File: src/rtl/phase_step_pkg.sv
package phase_step_pkg;

  typedef enum logic {
    ST_IDLE = 1'b0,
    ST_WAIT = 1'b1
  } step_state_t;

  function automatic int sel_width(input int n);
    return (n > 1) ? $clog2(n) : 1;
  endfunction

endpackage

File: src/rtl/phase_shift_counter.sv
module phase_shift_counter #(
  parameter int CNT_W  = 5,
  parameter int LIM_HI = 8,
  parameter int LIM_LO = -8
) (
  input  logic                    clk,
  input  logic                    rst_n,
  input  logic                    clr_i,
  input  logic                    inc_i,
  input  logic                    dec_i,
  output logic signed [CNT_W-1:0] cnt_o,
  output logic                    at_hi_o,
  output logic                    at_lo_o
);

  localparam logic signed [CNT_W-1:0] HI_V  = CNT_W'(LIM_HI);
  localparam logic signed [CNT_W-1:0] LO_V  = CNT_W'(LIM_LO);
  localparam logic signed [CNT_W-1:0] ONE_V = CNT_W'(1);

  logic signed [CNT_W-1:0] cnt_q;
  logic signed [CNT_W-1:0] cnt_d;
  logic                    cnt_en;

  always_comb begin
    cnt_d  = cnt_q;
    cnt_en = clr_i | inc_i | dec_i;
    if (clr_i) begin
      cnt_d = '0;
    end else if (inc_i && (cnt_q != HI_V)) begin
      cnt_d = cnt_q + ONE_V;
    end else if (dec_i && (cnt_q != LO_V)) begin
      cnt_d = cnt_q - ONE_V;
    end
  end

  always_ff @(posedge clk or negedge rst_n) begin
    if (!rst_n) begin
      cnt_q <= '0;
    end else if (cnt_en) begin
      cnt_q <= cnt_d;
    end
  end

  assign cnt_o   = cnt_q;
  assign at_hi_o = (cnt_q == HI_V);
  assign at_lo_o = (cnt_q == LO_V);


  cnt_in_range_chk: assert property (@(posedge clk) disable iff (!rst_n)
    (cnt_o <= HI_V) && (cnt_o >= LO_V));


  cnt_single_step_chk: assert property (@(posedge clk) disable iff (!rst_n)
    !clr_i |=> (cnt_o == $past(cnt_o)) || (cnt_o == $past(cnt_o) + ONE_V) ||
               (cnt_o == $past(cnt_o) - ONE_V));


  clr_zero_chk: assert property (@(posedge clk) disable iff (!rst_n)
    clr_i |=> (cnt_o == '0));

endmodule

File: src/rtl/phase_step_fsm.sv
module phase_step_fsm
  import phase_step_pkg::*;
#(
  parameter int NUM_OUT = 4,
  parameter int SEL_W   = 2
) (
  input  logic               clk,
  input  logic               rst_n,
  input  logic               req_valid_i,
  input  logic               req_up_i,
  input  logic [SEL_W-1:0]   req_sel_i,
  input  logic [NUM_OUT-1:0] hi_i,
  input  logic [NUM_OUT-1:0] lo_i,
  input  logic               ack_i,
  output logic               ready_o,
  output logic               step_o,
  output logic               updn_o,
  output logic [SEL_W-1:0]   sel_o,
  output logic [NUM_OUT-1:0] done_inc_o,
  output logic [NUM_OUT-1:0] done_dec_o
);

  localparam logic [SEL_W:0] NUM_V = (SEL_W+1)'(NUM_OUT);

  step_state_t      state_q, state_d;
  logic [SEL_W-1:0] sel_q, sel_d;
  logic             up_q, up_d;
  logic             lat_en;
  logic             sel_ok;
  logic             blocked;

  always_comb begin
    sel_ok  = ({1'b0, req_sel_i} < NUM_V);
    blocked = !sel_ok || (req_up_i ? hi_i[req_sel_i] : lo_i[req_sel_i]);
  end

  always_comb begin
    state_d    = state_q;
    sel_d      = sel_q;
    up_d       = up_q;
    lat_en     = 1'b0;
    done_inc_o = '0;
    done_dec_o = '0;
    case (state_q)
      ST_IDLE: begin
        if (req_valid_i && !blocked) begin
          state_d = ST_WAIT;
          sel_d   = req_sel_i;
          up_d    = req_up_i;
          lat_en  = 1'b1;
        end
      end
      ST_WAIT: begin
        if (ack_i) begin
          state_d            = ST_IDLE;
          done_inc_o[sel_q]  = up_q;
          done_dec_o[sel_q]  = !up_q;
        end
      end
      default: state_d = ST_IDLE;
    endcase
  end

  always_ff @(posedge clk or negedge rst_n) begin
    if (!rst_n) begin
      state_q <= ST_IDLE;
    end else begin
      state_q <= state_d;
    end
  end

  always_ff @(posedge clk or negedge rst_n) begin
    if (!rst_n) begin
      sel_q <= '0;
      up_q  <= 1'b0;
    end else if (lat_en) begin
      sel_q <= sel_d;
      up_q  <= up_d;
    end
  end

  assign ready_o = (state_q == ST_IDLE);
  assign step_o  = (state_q == ST_WAIT);
  assign updn_o  = up_q;
  assign sel_o   = sel_q;


  one_in_flight_chk: assert property (@(posedge clk) disable iff (!rst_n)
    (step_o && !ack_i) |=> step_o && !ready_o && $stable(sel_o) && $stable(updn_o));


  ack_release_chk: assert property (@(posedge clk) disable iff (!rst_n)
    (step_o && ack_i) |=> !step_o && ready_o);


  blocked_no_step_chk: assert property (@(posedge clk) disable iff (!rst_n)
    (ready_o && req_valid_i && blocked) |=> !step_o);


  accept_step_chk: assert property (@(posedge clk) disable iff (!rst_n)
    (ready_o && req_valid_i && !blocked) |=> step_o && (sel_o == $past(req_sel_i)) &&
                                            (updn_o == $past(req_up_i)));

endmodule

File: src/rtl/phase_step_mgr.sv
module phase_step_mgr
  import phase_step_pkg::*;
#(
  parameter int NUM_OUT          = 4,
  parameter int STEPS_PER_PERIOD = 8,
  parameter int LIM_HI           = 8,
  parameter int LIM_LO           = -8,
  localparam int SEL_W           = sel_width(NUM_OUT),
  localparam int CNT_W           = $clog2(STEPS_PER_PERIOD) + 2
) (
  input  logic                     clk,
  input  logic                     rst_n,
  input  logic                     clr,
  input  logic                     req_valid,
  input  logic                     req_up,
  input  logic [SEL_W-1:0]         req_sel,
  output logic                     req_ready,
  output logic                     pll_step,
  output logic                     pll_updn,
  output logic [SEL_W-1:0]         pll_sel,
  input  logic                     pll_ack,
  output logic [NUM_OUT*CNT_W-1:0] shift_count,
  output logic [NUM_OUT-1:0]       at_max,
  output logic [NUM_OUT-1:0]       at_min
);

  logic [1:0]         rst_sync_q;
  logic               rst_int_n;
  logic [NUM_OUT-1:0] done_inc;
  logic [NUM_OUT-1:0] done_dec;

  always_ff @(posedge clk or negedge rst_n) begin
    if (!rst_n) begin
      rst_sync_q <= 2'b00;
    end else begin
      rst_sync_q <= {rst_sync_q[0], 1'b1};
    end
  end
  assign rst_int_n = rst_sync_q[1];

  phase_step_fsm #(
    .NUM_OUT (NUM_OUT),
    .SEL_W   (SEL_W)
  ) fsm_i (
    .clk         (clk),
    .rst_n       (rst_int_n),
    .req_valid_i (req_valid),
    .req_up_i    (req_up),
    .req_sel_i   (req_sel),
    .hi_i        (at_max),
    .lo_i        (at_min),
    .ack_i       (pll_ack),
    .ready_o     (req_ready),
    .step_o      (pll_step),
    .updn_o      (pll_updn),
    .sel_o       (pll_sel),
    .done_inc_o  (done_inc),
    .done_dec_o  (done_dec)
  );

  for (genvar g = 0; g < NUM_OUT; g++) begin : g_cnt
    logic signed [CNT_W-1:0] cnt_w;
    phase_shift_counter #(
      .CNT_W  (CNT_W),
      .LIM_HI (LIM_HI),
      .LIM_LO (LIM_LO)
    ) cnt_i (
      .clk     (clk),
      .rst_n   (rst_int_n),
      .clr_i   (clr),
      .inc_i   (done_inc[g]),
      .dec_i   (done_dec[g]),
      .cnt_o   (cnt_w),
      .at_hi_o (at_max[g]),
      .at_lo_o (at_min[g])
    );
    assign shift_count[g*CNT_W +: CNT_W] = cnt_w;
  end


  single_update_chk: assert property (@(posedge clk) disable iff (!rst_int_n)
    $onehot0({done_inc, done_dec}));

endmodule

File: config.mk
export PLATFORM = sky130hd
export DESIGN_NAME = phase_step_mgr
export DESIGN_NICKNAME = d
export VERILOG_FILES = /design/src/rtl/phase_step_pkg.sv /design/src/rtl/phase_shift_counter.sv /design/src/rtl/phase_step_fsm.sv /design/src/rtl/phase_step_mgr.sv
export SDC_FILE = /design/constraint.sdc
export NUM_CORES = 1
export LEC_CHECK = 0
export CAP_MARGIN = 20
export CORE_ASPECT_RATIO = 2
export CORE_MARGIN = 4
export CORE_UTILIZATION = 47
export DETAILED_ROUTE_END_ITERATION = 7
export GPL_TIMING_DRIVEN = 0
export PLACE_DENSITY = 0.77
export SLEW_MARGIN = 30
export SYNTH_ARGS = -nofsm -noshare
export SYNTH_HDL_FRONTEND = slang
export SYNTH_SLANG_ARGS = --single-unit
File: constraint.sdc
create_clock -name clk -period 1.4 [get_ports clk]
set_input_delay 0.28 -clock clk [delete_from_list [all_inputs] [get_ports clk]]
set_output_delay 0.28 -clock clk [all_outputs]
set_load 0.05 [all_outputs]
Word level (Yosys, flattened, before mapping)
Cells that the tools add are included.
Word-level totals
  bits of input ports: 8
  word-level logic and storage cells: 94
  output and inout port bits: 33
  register bits after elaboration: 26
Operators by class
  bitwise gates (word level): 11
  reductions and logical operators: 21
  add/subtract/negate cells: 8
  mux-type cells: 27
  equality and inequality tests: 16
  order comparisons: 3
Operators by type and width (number)
  5-bit 2-to-1 mux: 12
  5-bit by 2-bit adder with 5-bit output, second input constant: 4
  5-bit by 4-bit == test with 1-bit output, second input constant: 4
  5-bit == test, second input constant: 4
  5-bit by 4-bit inequality test with 1-bit output, second input constant: 4
  5-bit inequality test, second input constant: 4
  5-bit by 2-bit subtractor with 5-bit output, second input constant: 4
  4-bit 2-to-1 mux: 4
  3-bit nonzero test: 4
  1-bit logical AND: 10
  4-bit AND: 2
  1-bit bitwise OR: 8
  2-bit AND reduction: 4
  1-bit 2-to-1 mux: 7
  2-bit by 3-bit less-than comparator with 1-bit output, second input constant: 2
  1-bit binary-select mux with 2-bit select: 2
  3-bit AND reduction: 1
  1-bit demux with 2-bit select: 1
  2-bit by 1-bit greater-or-equal comparator with 1-bit output, second input constant: 1
  1-bit zero test: 2
  1-bit one-hot mux with 2 select lines: 1
  1-bit inverter: 1

Longest topological paths before layout
Gate-level depths: netlist of run 1.
  depth in word-level cells: 11
  mapped depth: 10
  gate-level depth less buffers: 10

Hierarchy
A second synthesis of run 1 with hierarchy kept.
Unflattened totals
  cell total of the unflattened synthesis: 202
  area, all modules: 2128.3 µm²
Modules (own cells, without submodules)
  phase_shift_counter: cells each 41, area each 435.4 µm², instances 4, sequential area each 125.1 µm²
  phase_step_fsm: cells each 35, area each 332.8 µm², instances 1, sequential area each 100.1 µm²
  phase_step_mgr: cells each 3, area each 53.8 µm², instances 1, sequential area each 50.0 µm²

Least setup slack after synthesis of run 1
OpenSTA, ideal clock, no wires.
  path kind: register -> register
  start point: register fsm_i.up_q, in the netlist fsm_i.updn_o
  end point: register g_cnt[2].cnt_i.cnt_q[4]
  data required time: 1301 ps
  period minus slack after synthesis: 3155 ps
  stages on the path, launching flop included: 10
  data arrival time: 3055 ps
  slack: -1755 ps
  path buffers: 3
  library setup time: 99 ps
  cell sequence: dfrtp_1 buf_2 clkbuf_1 clkbuf_1 nand3b_1 fa_1 a21o_1 a21oi_1 mux2_2 a311oi_1
On the way
  word-level cells in the longest chain between the ends: 7
  elaborated cells on any way between the ends: 15
  classes of those cells: 6 x mux; 4 x bitwise; 5 x reduce/logical
Ends and longest elaborated chain
  from (decl): RTL line phase_step_fsm.sv:27  | logic up_q, up_d;
  from (signal assigned): RTL line phase_step_fsm.sv:78  | up_q <= up_d;
  1-bit zero test: RTL line phase_step_fsm.sv:57  | done_dec_o[sel_q] = !up_q;
  4-bit AND (no line)
  4-bit 2-to-1 mux: RTL line phase_step_fsm.sv:54  | if (ack_i) begin
  4-bit 2-to-1 mux: RTL line phase_step_fsm.sv:44  | case (state_q)
  1-bit logical AND: RTL line phase_shift_counter.sv:31  | end else if (dec_i && (cnt_q != LO_V)) begin
  3-bit nonzero test (no line)
  2-bit AND reduction (no line)
  to (signal assigned): RTL line phase_shift_counter.sv:40  | cnt_q <= cnt_d;
  to (decl): RTL line phase_shift_counter.sv:20  | logic signed [CNT_W-1:0] cnt_q;
Parallel ways exist; a longest one is shown, timed or not.
A chain may end at the register's enable or synchronous reset.

Worst setup path after layout of run 1
  start point: register g_cnt[2].cnt_i.cnt_q[1]
  end point: register g_cnt[2].cnt_i.cnt_q[4]
On the way
  word-level cells in the longest chain between the ends: 4
  elaborated cells on any way between the ends: 11
  classes of those cells: 2 x add/sub; 2 x eq/ne; 3 x mux; 4 x reduce/logical
Ends and longest elaborated chain
  5-bit by 2-bit subtractor with 5-bit output, or another cell as far along: RTL line phase_shift_counter.sv:32  | cnt_d = cnt_q - ONE_V;
  5-bit 2-to-1 mux, or another cell as far along: RTL line phase_shift_counter.sv:31
  5-bit 2-to-1 mux / 3-bit nonzero test (equally long branches)
  5-bit 2-to-1 mux / 2-bit AND reduction (equally long branches)
Parallel ways exist; a longest one is shown, timed or not. The select of a mux whose other input is x is not followed.

==> run metrics, run 1 <==
Residual DRC=0; Mean Syn Cell Area=slightly below 10 um^2; IO Port Bufs=40; Gate Count Post-Synth=roughly 200; crit-path cells=nor4b_4 > nor2b_4 > nand3b_1 > ha_4 > a21o_1 > a21oi_2 > mux2_4 > a311oi_2; Netlist Area Pre-Place=a little under 0.002 mm^2; crit share post-route=1.844; Avg WL per Cell=20.08 um; worst-margin pin slew=about 0.59 ns; setup slack at placement=-1.546 ns; setup violators final=33; Max Cap Viol=0; Seq/Total Area, Yosys=0.3279; Buf/Inv on CP=0; placed cell count=about 300; synth top area cells=dfrtp_1 33%, ha_1 9.5%, a21oi_1 4.0%, fa_1 4.0%, mux2i_1 4.0%; YS warnings=0; final hold viol count=0; critical path class=flip-flop to flip-flop; ys async rst share=1.000; WP data arrival=2.78 ns; first-pass GRT wire length=between 10,000 and 15,000 um; worst-path fanout max=4; Area Overhead vs Synth=77.30%; clk slew on worst S/H paths=between 0.1 and 0.15 ns; Design Area, Final=approximately 0.0035 mm^2; vias post-DR=a little over 2,000; die area=roughly 0.0054 mm^2; VDD IR max=1.215 mV; register bit count reported by yosys=26; syn nets=229; die height=approximately 100 um; CTS root buf=clkbuf_8; ys flop type=dfrtp_1; worst-case clock buffer depth=2; relative slew slack=0.6070; final setup margin=-1.181 ns; layout cell share with drive strength beyond 1=0.6375; FF-to-FF setup slack=-1.18 ns; Synth top area share=0.3279; Worst path max stage delay=between 0.4 and 0.5 ns; fin crit period=between 2 and 3 ns; gpl congestion=0.7486; worst skew pair latency=~0.29 ns; Worst setup SP type=flip-flop; 1st-iter DRT viols=60; failing checks=setup timing; leakage power total=~0.0016 uW; DR pass1 iterations=4; ant diodes=0; DPL Wire Length=3513 um; Total Nets Final=about 340; Worst Hold Class=input pin to asynchronous set/reset pin; initial antenna violation count=0; CP Capture Type=flip-flop; post-layout util=0.8607; Pwr Density=1514 mW/mm^2; Fillers=approximately 200; total gr overflow=0; crit-path leading delay family=simple AND/OR/NAND/NOR gates; Vias/cell=5.717; slowest CP cell=dfrtp_2; R2R Path Start=g_cnt[2].cnt_i.cnt_o[1]$_DFFE_PN0P_; vias in the first global route=around 2,100; final WL=~7200 um; Register-to-Register Path Depth=8; status=complete, but fails checks; FMAX=around 390 MHz; DP Area=0.002649 mm^2; clock sink count=26; Req. time, crit path=approximately 1.6 ns; Starting Density=0.4855; core box area=between 0.004 and 0.005 mm^2; row count=33; number of routed nets with antenna violations=0; area leader, netlist=dfrtp_1; largest net degree at the start of global routing=25; Crit path depth=8; TritonCTS Buffers=3; CTS tree=built; H-tree depth=1; clk_skew=0.01289 ns; Finished Layout Cells=361; Max Slew Vio Count=0; Post-synth EDFFs=0; IO Pins=41; Min Hold Slack=0.1368 ns; Yosys cell types=38; Die W=around 54 um; RSZ-0062 raised after global routing=yes; total global routing track utilization=0.2562; Reg-to-Reg End=g_cnt[2].cnt_i.cnt_o[4]$_DFFE_PN0P_
cells in the mapped netlist (2+ instances only):
| library cell | instances |
|---|---|
| dfrtp_1 | 26 |
| a21oi_1 | 16 |
| nand2_1 | 16 |
| ha_1 | 15 |
| nor2_1 | 14 |
| buf_4 | 8 |
| mux2i_1 | 8 |
| a21o_1 | 7 |
| xnor2_1 | 7 |
| xor2_1 | 7 |
| nand2b_1 | 6 |
| nand3_1 | 6 |
| nor3_1 | 6 |
| and2_1 | 5 |
| nor2b_1 | 5 |
| o21ai_0 | 5 |
| clkbuf_1 | 4 |
| fa_1 | 4 |
| nand3b_1 | 4 |
| o31ai_1 | 4 |
| a211oi_2 | 3 |
| nand4_1 | 3 |
| nor4b_4 | 3 |
| a211oi_1 | 2 |
| inv_1 | 2 |
| mux2_1 | 2 |
| nor3b_1 | 2 |
| o2111a_1 | 2 |
power by group:
part | leakage (uW) | internal [uW] | total (uW) | switching, uW
registers | 0.000304 | 916 | 1150 | 231
logic | 0.00123 | 1660 | 3520 | 1860
clock network | 0.0000357 | 383 | 659 | 275
final cells by class:
| cell class | count | area (um^2) | area share |
|---|---|---|---|
| buffer | 7 | 96.34 | 0.02738 |
| clock buffer | 3 | 41.29 | 0.01174 |
| clock inverter | 1 | 30.03 | 0.008535 |
| inverter | 2 | 10.01 | 0.002845 |
| multi-input combinational | 161 | 1630 | 0.4634 |
| sequential | 26 | 681.9 | 0.1938 |
| tap | 52 | 65.06 | 0.01849 |
| timing repair buffer | 109 | 963.4 | 0.2738 |
state kept, by name (all words and copies together), names as in the netlist:
| register | flops |
|---|---|
| fsm_i.sel_o | 2 |
| rst_sync_q | 2 |
| fsm_i.updn_o | 1 |
| g_cnt.cnt_i.cnt_o | 20 |
| fsm_i.step_o | 1 |
worst max path at each step:
stage	start	to
after floorplan	g_cnt[2].cnt_i.cnt_o[2]$_DFFE_PN0P_	g_cnt[2].cnt_i.cnt_o[4]$_DFFE_PN0P_
after global placement	pll_ack	g_cnt[1].cnt_i.cnt_o[4]$_DFFE_PN0P_
after detailed placement	pll_ack	g_cnt[1].cnt_i.cnt_o[4]$_DFFE_PN0P_
after CTS	g_cnt[2].cnt_i.cnt_o[0]$_DFFE_PN0P_	g_cnt[2].cnt_i.cnt_o[4]$_DFFE_PN0P_
after global routing	g_cnt[2].cnt_i.cnt_o[1]$_DFFE_PN0P_	g_cnt[2].cnt_i.cnt_o[4]$_DFFE_PN0P_
final	g_cnt[2].cnt_i.cnt_o[1]$_DFFE_PN0P_	g_cnt[2].cnt_i.cnt_o[4]$_DFFE_PN0P_
cell usage in the layout, fill, tap and decap left out, types with 6 or more instances in the layout:
master    instances
nand2_1          12
a21oi_2           7
buf_4            56
clkbuf_4          8
buf_2            12
a21oi_1           7
nor2_1           12
a21o_1            7
buf_6            17
nand2b_1          6
buf_8            10
ha_1              6
dfrtp_2          25
mux2i_1           8
ha_4              9
through the flow:
stage / TNS [ns] / power (uW)
floorplan: -16.33 / 2985
global placement: -32.43 / 3568
detailed placement: -32.93 / 3610
CTS: -15.65 / 4844
global route: -20.73 / 5600
finish: -18.46 / 5326
kinds of logic after synthesis:
| group | after synthesis | synth area share |
|---|---|---|
| simple gates | 71 | 0.2131 |
| compound gates | 45 | 0.1589 |
| flops | 26 | 0.3279 |
| mux | 11 | 0.05738 |
| buf+inv | 15 | 0.04413 |
| fa+ha+maj | 19 | 0.1349 |
| other cells | 1 | 0.001890 |
| xor+xnor | 14 | 0.06179 |
what timing repair did:
| item | 4_1_cts | 5_1_grt |
|---|---|---|
| hold buffers | 0 | 0 |
| gates resized for setup | 229 | 49 |
| setup endpoints to repair | 57 | 45 |
| pin swaps | 32 | 36 |
| buffers inserted | 55 | 21 |
layer usage:
metal,vias to the layer above,part of all wire,global-route usage
met3,22,0.050,0.03120
met4,0,0.027,0.1181
met2,83,0.59,0.4748
met5,-,0,0
li1,930,-,-
met1,1029,0.34,0.2664
worst register-to-register path, stage by stage (launching register included):
cell and delay, ns:
dfrtp_2 0.45, nor4b_4 0.36, nor2b_4 0.22, nand3b_1 0.25
ha_4 0.25, a21o_1 0.18, a21oi_2 0.23, mux2_4 0.33
a311oi_2 0.23
Power figures use the tool's default switching activity.
==> inputs of run 2 (changes only) <==
--- a/config.mk
+++ b/config.mk
@@ -7,7 +7,7 @@
 export LEC_CHECK = 0
 export CAP_MARGIN = 20
 export CORE_ASPECT_RATIO = 2
-export CORE_MARGIN = 4
+export CORE_MARGIN = 1
 export CORE_UTILIZATION = 47
 export DETAILED_ROUTE_END_ITERATION = 7
 export GPL_TIMING_DRIVEN = 0
==> constraint.sdc (replaced) <==
create_clock -name clk -period 1.4 [get_ports clk]
set_input_delay 0.21 -clock clk [delete_from_list [all_inputs] [get_ports clk]]
set_output_delay 0.21 -clock clk [all_outputs]
set_load 0.05 [all_outputs]
==> run metrics, run 2 (same netlist as run 1, synthesis figures left out) <==
final hold viol count=0 (unchanged); crit share post-route=1.809 (was 1.844); DPL Wire Length=3433 um (was 3513 um); worst-margin pin slew=0.5858 ns (was 0.5895 ns); Worst Hold Class=input pin to asynchronous set/reset pin (unchanged); largest register by flop count=g_cnt.cnt_i.cnt_o (unchanged); VDD IR max=1.331 mV (was 1.215 mV); core box area=0.004088 mm^2 (unchanged); TritonCTS Buffers=3 (unchanged); IO Port Bufs=40 (unchanged); Residual DRC=0 (unchanged); final WL=6997 um (was 7248 um); setup violators final=34 (was 33); die area=0.004502 mm^2 (was 0.005389 mm^2); most frequent cells in the layout=53 x buf_4, 24 x dfrtp_2, 20 x buf_6 (was 56 x buf_4, 25 x dfrtp_2, 17 x buf_6); worst-path fanout max=5 (was 4); 1st-iter DRT viols=66 (was 60); Area Overhead vs Synth=77.11% (was 77.30%); H-tree depth=1 (unchanged); number of routed nets with antenna violations=0 (unchanged); CTS root buf=clkbuf_8 (unchanged); commonest non-fill, non-tap cell in the layout=buf_4 (unchanged); Starting Density=0.4855 (unchanged); DR pass1 iterations=4 (unchanged); Pwr Total=5326 uW (about the same); DP Area=0.002649 mm^2 (unchanged); WP data arrival=2.72 ns (was 2.78 ns); vias in the first global route=2,198 (was 2,093); largest net degree at the start of global routing=25 (unchanged); status=complete, but fails checks (unchanged); worst skew pair latency=0.28 ns (was 0.29 ns); fin crit period=2.533 ns (was 2.581 ns); Design Area, Final=0.003515 mm^2 (was 0.003518 mm^2); Die W=47.95 um (was 53.95 um); RSZ-0062 raised after global routing=yes (unchanged); leakage power total=0.001560 uW (was 0.001574 uW); ant diodes=0 (unchanged); worst-case clock buffer depth=2 (unchanged); failing checks=setup timing (unchanged); Total Nets Final=338 (was 337); vias post-DR=2,095 (was 2,064); CTS tree=built (unchanged); Req. time, crit path=1.58 ns (was 1.60 ns); clk_skew=0.004353 ns (was 0.01289 ns); CP Capture Type=flip-flop (unchanged); row count=33 (unchanged); initial antenna violation count=0 (unchanged); critical path class=flip-flop to flip-flop (unchanged); die height=93.89 um (was 99.89 um); gpl congestion=0.7510 (was 0.7486); Max Cap Viol=0 (unchanged); Max Slew Vio Count=0 (unchanged); first-pass GRT wire length=9998 um (was 10,130 um); placed cell count=294 (unchanged); FMAX=394.8 MHz (was 387.4 MHz); total gr overflow=0 (unchanged); Worst setup SP type=flip-flop (unchanged); Register-to-Register Path Depth=8 (unchanged); Vias/cell=5.787 (was 5.717); clk slew on worst S/H paths=0.10 ns (was 0.11 ns); total global routing track utilization=0.3086 (was 0.2562); max reg flops=20 (unchanged); IO Pins=41 (unchanged); Pwr Density=1515 mW/mm^2 (was 1514 mW/mm^2); clock sink count=26 (unchanged); final setup margin=-1.133 ns (was -1.181 ns); Finished Layout Cells=362 (was 361); Avg WL per Cell=19.33 um (was 20.08 um); cts hold-fix bufs=0 (unchanged); relative slew slack=0.6095 (was 0.6070); layout cell share with drive strength beyond 1=0.6484 (was 0.6375)
==> run 2: power by group <==
group	switching, uW	internal, uW
registers	214	915
clock network	269	383
logic	1880	1660
==> run 2: layout make-up <==
class	count	area (um^2)
multi-input cells	161	1635
repair buffers	110	964.7
flip-flops and latches	26	680.7
fillers	194	573.1
plain buffers	7	90.09
well taps	52	65.06
clock buffers	3	41.29
clock inverters	1	30.03
inverters	2	7.507
==> run 2: layer usage <==
metal,vias up,global-route usage,part of all wire
met4,0,0.1435,0.049
met3,33,0.03846,0.041
met5,-,0,0
met2,83,0.5709,0.58
met1,1044,0.3072,0.33
li1,935,-,-
==> run 2: critical path, stage by stage, from the launching register on <==
cell      delay [ns]
dfrtp_2         0.45
nor4b_4         0.30
nor2b_4         0.19
nand3b_1        0.23
ha_1            0.30
a21o_1          0.20
a21oi_2         0.19
mux2_4          0.32
a311oi_2        0.26
==> run 2: stage by stage <==
stage	setup TNS, ns	util	hold slack, ns	worst slack (ns)
after detailed placement	-29.14	0.6480	0.2802	-1.492
after floorplan	-15.77	-	-0.08559	-1.196
after global placement	-28.71	0.6477	0.3388	-1.469
after CTS	-15.47	0.8182	0.07428	-1.024
after global routing	-20.46	0.8598	0.07934	-1.227
final	-17.66	0.8598	0.07908	-1.133
==> run 2: worst paths after layout <==
kind	slack (ns)	to	from
max in group asynchronous	0.69	fsm_i.step_o$_DFF_PN0_	rst_sync_q[1]$_DFF_PN0_
setup / recovery	-1.13	g_cnt[2].cnt_i.cnt_o[4]$_DFFE_PN0P_	g_cnt[2].cnt_i.cnt_o[2]$_DFFE_PN0P_
min in group clk	0.38	rst_sync_q[1]$_DFF_PN0_	rst_sync_q[0]$_DFF_PN0_
hold reg to reg	0.27	g_cnt[2].cnt_i.cnt_o[1]$_DFFE_PN0P_	rst_sync_q[1]$_DFF_PN0_
hold / removal	0.08	rst_sync_q[1]$_DFF_PN0_	rst_n
setup reg to reg	-1.13	g_cnt[2].cnt_i.cnt_o[4]$_DFFE_PN0P_	g_cnt[2].cnt_i.cnt_o[2]$_DFFE_PN0P_
==> run 2: what timing repair did <==
| action | in CTS | in global routing |
|---|---|---|
| cloned | 0 | 0 |
| setup endpoints to repair | 57 | 41 |
| pin swaps | 39 | 32 |
| buffers inserted | 57 | 20 |
| gates resized for setup | 202 | 49 |
